**config.mk**
```make
export PLATFORM = sky130hd
export DESIGN_NAME = flash_read_port
export DESIGN_NICKNAME = d
export VERILOG_FILES = /design/src/rtl/flash_read_port_pkg.sv /design/src/rtl/frp_lane_pack.sv /design/src/rtl/frp_id_select.sv /design/src/rtl/frp_erase_timer.sv /design/src/rtl/flash_read_port.sv
export SDC_FILE = /design/constraint.sdc
export NUM_CORES = 1
export LEC_CHECK = 0
export BUFFER_PORTS_ARGS = -buffer_cell sky130_fd_sc_hd__buf_2
export CAP_MARGIN = 20
export CORE_MARGIN = 2
export CORE_UTILIZATION = 55
export CTS_CLUSTER_SIZE = 20
export DETAILED_ROUTE_END_ITERATION = 10
export GPL_TIMING_DRIVEN = 0
export PLACE_DENSITY = 0.92
export SKIP_LAST_GASP = 1
export SYNTH_ARGS = -nofsm -noshare
export SYNTH_HDL_FRONTEND = slang
export SYNTH_SLANG_ARGS = --single-unit
```
**constraint.sdc**
```tcl
create_clock -name clk -period 3.2 [get_ports clk]
set_input_delay 0.16 -clock clk [delete_from_list [all_inputs] [get_ports clk]]
set_output_delay 0.16 -clock clk [all_outputs]
set_load 0.02 [all_outputs]
```
**src/rtl/flash_read_port_pkg.sv**
```systemverilog
package flash_read_port_pkg;
    localparam logic [2:0] MODE_READ    = 3'd0;
    localparam logic [2:0] MODE_UNLOCK  = 3'd1;
    localparam logic [2:0] MODE_AUTOSEL = 3'd2;
    localparam logic [2:0] MODE_STATUS  = 3'd3;
    localparam logic [2:0] MODE_CFI     = 3'd4;

    localparam logic [1:0] SIZE_1B = 2'd0;
    localparam logic [1:0] SIZE_2B = 2'd1;
    localparam logic [1:0] SIZE_4B = 2'd2;

    typedef struct packed {
        logic [7:0]  status;
        logic [31:0] rdata;
        logic        done;
        logic        done_byp;
    } port_state_t;

    typedef struct packed {
        logic busy;
        logic [31:0] cnt;
    } timer_state_t;
endpackage

```
**src/rtl/frp_lane_pack.sv**
```systemverilog
module frp_lane_pack
    import flash_read_port_pkg::*;
(
    input  logic [31:0] bytes_in,
    input  logic [1:0]  size,
    input  logic        big_endian,
    output logic [31:0] word
);
    localparam int LANES = 4;

    logic [LANES-1:0][7:0] lane;
    logic [LANES-1:0][7:0] le_word;
    logic [LANES-1:0][7:0] be2_word;
    logic [LANES-1:0][7:0] be4_word;

    assign lane = bytes_in;

    for (genvar g = 0; g < LANES; g++) begin : g_lane
        assign le_word[g]  = lane[g];
        assign be4_word[g] = lane[LANES-1-g];
        if (g < 2) begin : g_low
            assign be2_word[g] = lane[1-g];
        end else begin : g_high
            assign be2_word[g] = 8'h00;
        end
    end

    always_comb begin
        word = 32'h0;
        case (size)
            SIZE_1B: word = {24'h0, lane[0]};
            SIZE_2B: word = big_endian ? be2_word : {16'h0, le_word[1], le_word[0]};
            SIZE_4B: word = big_endian ? be4_word : le_word;
            default: word = {24'h0, lane[0]};
        endcase
    end
endmodule

```
**src/rtl/frp_id_select.sv**
```systemverilog
module frp_id_select #(
    parameter logic [15:0] ID0 = 16'h0001,
    parameter logic [15:0] ID1 = 16'h0000,
    parameter logic [15:0] ID2 = 16'h0000,
    parameter logic [15:0] ID3 = 16'h0000
) (
    input  logic [7:0]  idx,
    input  logic [31:0] arr_word,
    output logic [31:0] word
);
    localparam bit ID2_FALLS = (ID2[7:0] == 8'hFF);
    localparam bit ID3_FALLS = (ID3[7:0] == 8'hFF);

    always_comb begin
        case (idx)
            8'h00:   word = {16'h0, ID0};
            8'h01:   word = {16'h0, ID1};
            8'h02:   word = 32'h0;
            8'h0E:   word = ID2_FALLS ? arr_word : {16'h0, ID2};
            8'h0F:   word = ID3_FALLS ? arr_word : {16'h0, ID3};
            default: word = arr_word;
        endcase
    end
endmodule

```
**src/rtl/frp_erase_timer.sv**
```systemverilog
module frp_erase_timer
    import flash_read_port_pkg::*;
#(
    parameter int unsigned CHIP_CYCLES   = 625_000_000,
    parameter int unsigned SECTOR_CYCLES = 62_500_000
) (
    input  logic clk,
    input  logic rst_n,
    input  logic start_chip,
    input  logic start_sector,
    output logic expire
);
    timer_state_t q, d;

    always_comb begin
        d      = q;
        expire = 1'b0;
        if (start_chip) begin
            d.busy = 1'b1;
            d.cnt  = CHIP_CYCLES;
        end else if (start_sector) begin
            d.busy = 1'b1;
            d.cnt  = SECTOR_CYCLES;
        end else if (q.busy) begin
            if (q.cnt <= 32'd1) begin
                d.busy = 1'b0;
                d.cnt  = 32'd0;
                expire = 1'b1;
            end else begin
                d.cnt = q.cnt - 32'd1;
            end
        end
    end

    always_ff @(posedge clk or negedge rst_n) begin
        if (!rst_n) q <= '0;
        else        q <= d;
    end
endmodule

```
**src/rtl/flash_read_port.sv**
```systemverilog
module flash_read_port
    import flash_read_port_pkg::*;
#(
    parameter int unsigned ADDR_W        = 16,
    parameter int unsigned DEV_BYTES     = 2,
    parameter logic [15:0] ID0           = 16'h0001,
    parameter logic [15:0] ID1           = 16'h227E,
    parameter logic [15:0] ID2           = 16'h2210,
    parameter logic [15:0] ID3           = 16'h2201,
    parameter int unsigned CFI_DEPTH     = 82,
    parameter int unsigned CHIP_CYCLES   = 625_000_000,
    parameter int unsigned SECTOR_CYCLES = 62_500_000
) (
    input  logic              clk,
    input  logic              rst_n,
    input  logic              rd_en,
    input  logic [ADDR_W-1:0] addr,
    input  logic [1:0]        acc_size,
    input  logic              big_endian,
    input  logic [2:0]        mode,
    input  logic              bypass,
    input  logic [31:0]       arr_bytes,
    output logic [7:0]        cfi_index,
    input  logic [7:0]        cfi_byte,
    input  logic              prog_go,
    input  logic              prog_msb,
    input  logic              chip_erase_go,
    input  logic              sector_erase_go,
    output logic [31:0]       rdata,
    output logic              erase_done,
    output logic              done_to_bypass
);
    localparam int unsigned IDX_SHIFT = (DEV_BYTES == 4) ? 2 : (DEV_BYTES == 2) ? 1 : 0;

    port_state_t q, d;
    logic [7:0]  word_idx;
    logic [31:0] arr_word;
    logic [31:0] id_word;
    logic        tmr_expire;
    logic [7:0]  status_now;

    assign word_idx   = addr[7:0] >> IDX_SHIFT;
    assign cfi_index  = word_idx;
    assign status_now = q.status;

    frp_lane_pack u_pack (
        .bytes_in   (arr_bytes),
        .size       (acc_size),
        .big_endian (big_endian),
        .word       (arr_word)
    );

    frp_id_select #(
        .ID0 (ID0), .ID1 (ID1), .ID2 (ID2), .ID3 (ID3)
    ) u_ids (
        .idx      (word_idx),
        .arr_word (arr_word),
        .word     (id_word)
    );

    frp_erase_timer #(
        .CHIP_CYCLES   (CHIP_CYCLES),
        .SECTOR_CYCLES (SECTOR_CYCLES)
    ) u_timer (
        .clk          (clk),
        .rst_n        (rst_n),
        .start_chip   (chip_erase_go),
        .start_sector (sector_erase_go),
        .expire       (tmr_expire)
    );

    always_comb begin
        d          = q;
        d.done     = tmr_expire;
        d.done_byp = tmr_expire & bypass;

        if (rd_en) begin
            case (mode)
                MODE_AUTOSEL: d.rdata = id_word;
                MODE_STATUS: begin
                    d.rdata  = {24'h0, q.status};
                    d.status = q.status ^ 8'h40;
                end
                MODE_CFI: d.rdata = (32'(word_idx) < CFI_DEPTH) ? {24'h0, cfi_byte} : 32'h0;
                default:  d.rdata = arr_word;
            endcase
        end

        if (tmr_expire)
            d.status = d.status ^ 8'h80;
        if (prog_go)
            d.status = prog_msb ? 8'h7F : 8'hFF;
        if (chip_erase_go || sector_erase_go)
            d.status = 8'h00;
    end

    always_ff @(posedge clk or negedge rst_n) begin
        if (!rst_n) q <= '0;
        else        q <= d;
    end

    assign rdata          = q.rdata;
    assign erase_done     = q.done;
    assign done_to_bypass = q.done_byp;
endmodule

```
Word level (Yosys, flattened, before mapping)
Cells that the tools add are included.

$add $sub $neg: 1. $lt $le $gt $ge: 2. Equality and inequality tests: 9. Muxes and demuxes: 21. Bitwise gates (word level): 3. Reductions and logical operators: 3.

Operator list (number): case mux 32 bit (5 select lines) (1); two-way mux 33 bit (3); case mux 32 bit (3 select lines) (1); two-way mux 32 bit (2); case mux 32 bit (2 select lines) (1); two-way mux 8 bit (5); two-way mux 39 bit (1); <= comparator 32 x 1 -> 1 bit, second input constant (1); subtractor 32 x 1 -> 32 bit, second input constant (1); two-way mux 16 bit (1); == test 7 x 4 -> 1 bit, second input constant (2); logical NOT 8 bit (1); == test 7 x 1 -> 1 bit, second input constant (1); == test 7 x 2 -> 1 bit, second input constant (1); less-than comparator 7 bit, second input constant (1); two-way mux 7 bit (1); == test 3 x 2 -> 1 bit, second input constant (2); two-way mux 1 bit (5); == test 3 bit, second input constant (1); nonzero test 3 bit (1); == test 2 x 1 -> 1 bit, second input constant (1); == test 2 bit, second input constant (1); NOT 1 bit (2); bitwise AND 1 bit (1); logical OR 1 bit (1).

Register bits: 75. Bits of input ports: 70. Word-level logic and storage cells: 45.

Longest topological paths before layout
Word-level depth: 8. Depth in mapped cells: 9. Gate-level depth less buffers: 7.

Modules after synthesis
From an unflattened synthesis, not the netlist that was laid out.

Cells, all modules: 601. Area, all modules: 5263.8 um2.

Modules (own cells, without submodules): flash_read_port (instances 1, cells each 207, area each 2092.0 um2, seq. area each 925.9 um2); frp_erase_timer (instances 1, cells each 234, area each 2033.2 um2, seq. area each 825.8 um2); frp_lane_pack (instances 1, cells each 85, area each 635.6 um2, seq. area each 0.0 um2); frp_id_select (instances 1, cells each 75, area each 503.0 um2, seq. area each 0.0 um2).

Worst setup path before layout
No wires, ideal clock.

Path type: flip-flop to flip-flop. Start point: register u_timer.q[21] (netlist bit). End point: register u_timer.q[26] (netlist bit). Library setup time: 127 ps. Data arrival time: 1979 ps. Required time: 3073 ps. Slack: 1094 ps. Stages on the path, launching flop included: 6. Path buffers: 0. Clock period less this slack: 2106 ps. Path through: dfrtp_1 or4_4 nor3_4 a41oi_4 and4b_1 a311o_1.

Cells in the longest elaborated chain, start to end: 5.

Ends and longest elaborated chain: start, declared (RTL line frp_erase_timer.sv:13) `timer_state_t q, d;`; start signal, assigned (RTL line frp_erase_timer.sv:36) `if (!rst_n) q <= '0;`; start signal, assigned (RTL line frp_erase_timer.sv:37) `else q <= d;`; subtractor 32 x 1 -> 32 bit or <= comparator 32 x 1 -> 1 bit (tied branches) (RTL line frp_erase_timer.sv:30, frp_erase_timer.sv:25); two-way mux 32 bit (*) (RTL line frp_erase_timer.sv:25) `if (q.cnt <= 32'd1) begin`; two-way mux 33 bit (*) (RTL line frp_erase_timer.sv:24) `end else if (q.busy) begin`; two-way mux 33 bit (*) (RTL line frp_erase_timer.sv:21) `end else if (start_sector) begin`; two-way mux 33 bit (*) (RTL line frp_erase_timer.sv:18) `if (start_chip) begin`.

Mark *: on every way between the ends. The rest lies on a longest branch, timed or not. The select of a mux whose other input is x is not followed. A chain may end at the register's enable or synchronous reset.

Final worst setup path
Start point: register u_timer.q[20] (netlist bit). End point: register u_timer.q[7] (netlist bit).

Cells in the longest elaborated chain, start to end: 5.

Ends and longest elaborated chain (RTL line): <= comparator 32 x 1 -> 1 bit (frp_erase_timer.sv:25); two-way mux 32 bit (frp_erase_timer.sv:25); two-way mux 33 bit (frp_erase_timer.sv:24); two-way mux 33 bit (frp_erase_timer.sv:21); two-way mux 33 bit (frp_erase_timer.sv:18).

No other way between the ends. The select of a mux whose other input is x is not followed.

==> summary.md <==
| Metric | Value |
|---|---|
| Status | finished clean |
| Distinct cells, synth | 71 |
| Compound-Gate Fraction of Synth Area | 0.283 |
| Drt first pass iters | 5 |
| Largest cells by area after synthesis | dfrtp_1 40%, o2bb2ai_1 4.7%, a22o_1 4.2%, mux2i_1 4.1%, a31oi_1 3.7% |
| #FFs+latches synth | 70 |
| Ys flop type | dfrtp_1 |
| Root Driver | clkbuf_8 |
| Reg area | approximately 1800 µm² |
| CP Max Fanout | 10 |
| Starting Density | 0.570 |
| ANT cells | 0 |
| I/O pins | 112 |
| Die width | 93.7 µm |
| Crit Path Category | reg2reg |
| CTS tree | built |
| Cells on worst reg2reg path | 7 |
| # H-tree levels | 3 |
| Area grow syn2layout | 19.3% |
| Port buffer count | 98 |
| Mapped cell area | roughly 4400 µm² |
| GRT Util Overall | 0.294 |
| Vias | between 4000 and 5000 |
| First-pass GRT wire length | between 20 and 25 mm |
| Max Buffers Root-to-Sink | 2 |
| Initial antenna violation count | 0 |
| Clock Latency Late Sink | 0.36 ns |
| Adder-Cell Fraction of Synth Area | 0.0113 |
| Max frequency | about 390 MHz |
| Hold Crit Class | in2reg |
| Worst EP required | roughly 3.4 ns |
| Iter 0 DRT Violations | 359 |
| Post-synthesis cell count | 477 |
| Post-synth top area share | 0.396 |
| FILL cells | 600 |
| Period minus WS final | ~2.5 ns |
| Post-synth EDFFs | 0 |
| Post-synthesis mux area share | 0.0432 |
| Largest area contributor in the netlist | dfrtp_1 |
| Post-DRT Antenna Nets | 0 |
| Clock slew at reported path FFs | roughly 0.08 ns |
| Crit path from | u_timer.q[20] |
| RSZ-0062 raised after global routing | false |
| Hpwl dp | between 9 and 10 mm |
| DRC | 0 |
| Layout cells sized above 1 | 0.243 |
| Die area | around 9000 µm² |
| Final net count | about 660 |
| Largest family of logic cells by synthesized area | compound AO/OA/AOI/OAI gates |
| YS warnings | 0 |
| Vias/cell | between 6 and 7 |
| Die H | 93.7 µm |
| Routed WL | 13.2 mm |
| Worst-Margin Slew | 0.875 ns |
| Num rows | 32 |
| Final period util | 0.796 |
| Total congestion overflow | 0 |
| Peak supply drop | about 0.35 mV |
| Asr flop ratio synth | 1.00 |
| Pin count of the biggest net entering global routing | 71 |
| Mean Syn Cell Area | between 9 and 10 µm² |
| DR WL/cell | roughly 19 µm |
| Pleak | roughly 2.4 nW |
| Crit end category | register |
| Critical Path AT | 2.76 ns |
| Crit path to | u_timer.q[7] |
| Synth top cells by count | 70 x dfrtp_1, 35 x nand2_1, 30 x clkbuf_1 |
| Core Area | between 7000 and 8000 µm² |
| Startpoint types | register |
| Reg2reg end | u_timer.q[7] |
| Routability cong. | between 0.9 and 1 |
| Fin. max-slew vios | 0 |
| Final hold viol count | 0 |
| Most frequent cell after synthesis | dfrtp_1 |
| Vias in the first global route | roughly 4300 |
| Worst R2R Setup Slack | roughly 0.65 ns |
| XOR/XNOR Fraction of Synth Area | 0.00593 |
| Final core occ | 0.680 |
| Final Skew | approximately 0.012 ns |
| Clock sinks | 70 |
| Slew margin rel. | 0.416 |
| Simple-gate share of the synthesized area | 0.204 |
| Sequential share of the synthesized area | 0.396 |
| # setup viols final | 0 |
| R2R Path Start | u_timer.q[20] |
| # Max-Cap Violations | 0 |
| Worst hold path depth | 2 |
| TNS Setup | 0 ns |
| Area occupied by multi-input gates | about 2400 µm² |
| Total CTS buffers | 9 |
| Syn Nets | 551 |
| Pwr Density | around 460 nW/µm² |
## cell usage in the layout (no fill, tap or decap), types with 3 or more instances in the layout
master and count:
buf_2 101, dfrtp_1 70, nand2_1 35, clkbuf_1 31, nor2_1 27, a21oi_1 27
a31oi_1 26, o21ai_0 25, o2bb2ai_1 24, a22o_1 21, mux2i_1 18, inv_1 10
buf_4 10, clkbuf_8 10, nand3_1 9, nor3_1 8, nor3b_1 8, nor4_1 7
or3_1 6, nand4_1 6, a211o_1 6, and2_1 5, nand3b_1 5, a311oi_1 5
and4_1 4, or2_2 4, nand4b_1 4, o22ai_1 4, o31a_1 4, ha_1 4
o22a_1 3, a22oi_1 3, clkinvlp_4 3
## metrics by stage
step	instance area (µm²)	instances	setup WS (ns)	power [W]	hold WS [ns]
floorplan	4430	477	1.09	0.00139	-0.136
global placement	5050	677	0.788	0.00156	0.366
detailed placement	5050	677	0.735	0.00159	0.331
CTS	5280	694	0.716	0.00239	0.00779
global route	5280	694	0.541	0.00249	0.00324
finish	5280	694	0.654	0.00240	0.0112
## kinds of logic (layout without fill, tap and decap cells)
logic type / Yosys count / after routing
AO/OA/AOI/OAI: 172 / 172
AND/OR/NAND/NOR: 152 / 152
XOR/XNOR: 3 / 3
multiplexers: 19 / 19
flip-flops: 70 / 70
buffers and inverters: 56 / 171
adder cells (fa/ha/maj): 4 / 4
other: 1 / 1
## state kept, by name, indices dropped and copies added (netlist names)
name,flops
u_timer.q,33
done_to_bypass,1
erase_done,1
status_now,3
rdata,32
## how the worst min path moves through the flow
stage | from | endpoint
6_report | bypass | done_to_bypass
5_1_grt | bypass | done_to_bypass
4_1_cts | bypass | done_to_bypass
3_5_place_dp | rst_n | rdata[22]
3_3_place_gp | bypass | done_to_bypass
2_1_floorplan | rst_n | done_to_bypass
## metal layers
layer  GRT usage  wire length [µm]  vias up
met5           0                 0        -
met4       0.120               295        0
met3      0.0530              1460       40
met2       0.504              6480      323
met1       0.365              4990     2195
li1            -                 -     2041
## report_power, final
group | switching (W) | leakage [nW] | internal [W] | total, W
Clock | 0.000353 | 0.102 | 0.000460 | 0.000813
Combinational | 0.000345 | 1.36 | 0.000220 | 0.000566
Sequential | 0.0000729 | 0.888 | 0.000952 | 0.00102
Total | 0.000771 | 2.35 | 0.00163 | 0.00240
## worst max-delay path: stages, from the launching register on
cell and delay [ns]:
dfrtp_1 0.36, clkbuf_1 0.18, or4_4 0.48, nor3_4 0.36, a41oi_4 0.32, clkbuf_1 0.35
a31oi_1 0.26, o2bb2ai_1 0.08
## cell type report
| type | instances | area share |
|---|---|---|
| repair buffers | 99 | 0.0952 |
| inverters | 12 | 0.00853 |
| well taps | 102 | 0.0242 |
| flip-flops and latches | 70 | 0.332 |
| clock buffers | 11 | 0.0268 |
| multi-input cells | 351 | 0.459 |
| plain buffers | 44 | 0.0386 |
| clock inverters | 5 | 0.0156 |
## what timing repair did
item	4_1_cts	5_1_grt
hold buffers	1	0
gates resized for setup	0	0
endpoints found under the hold margin	70	0
setup buffers	0	0
No activity file was read; power rests on OpenSTA's default activity.
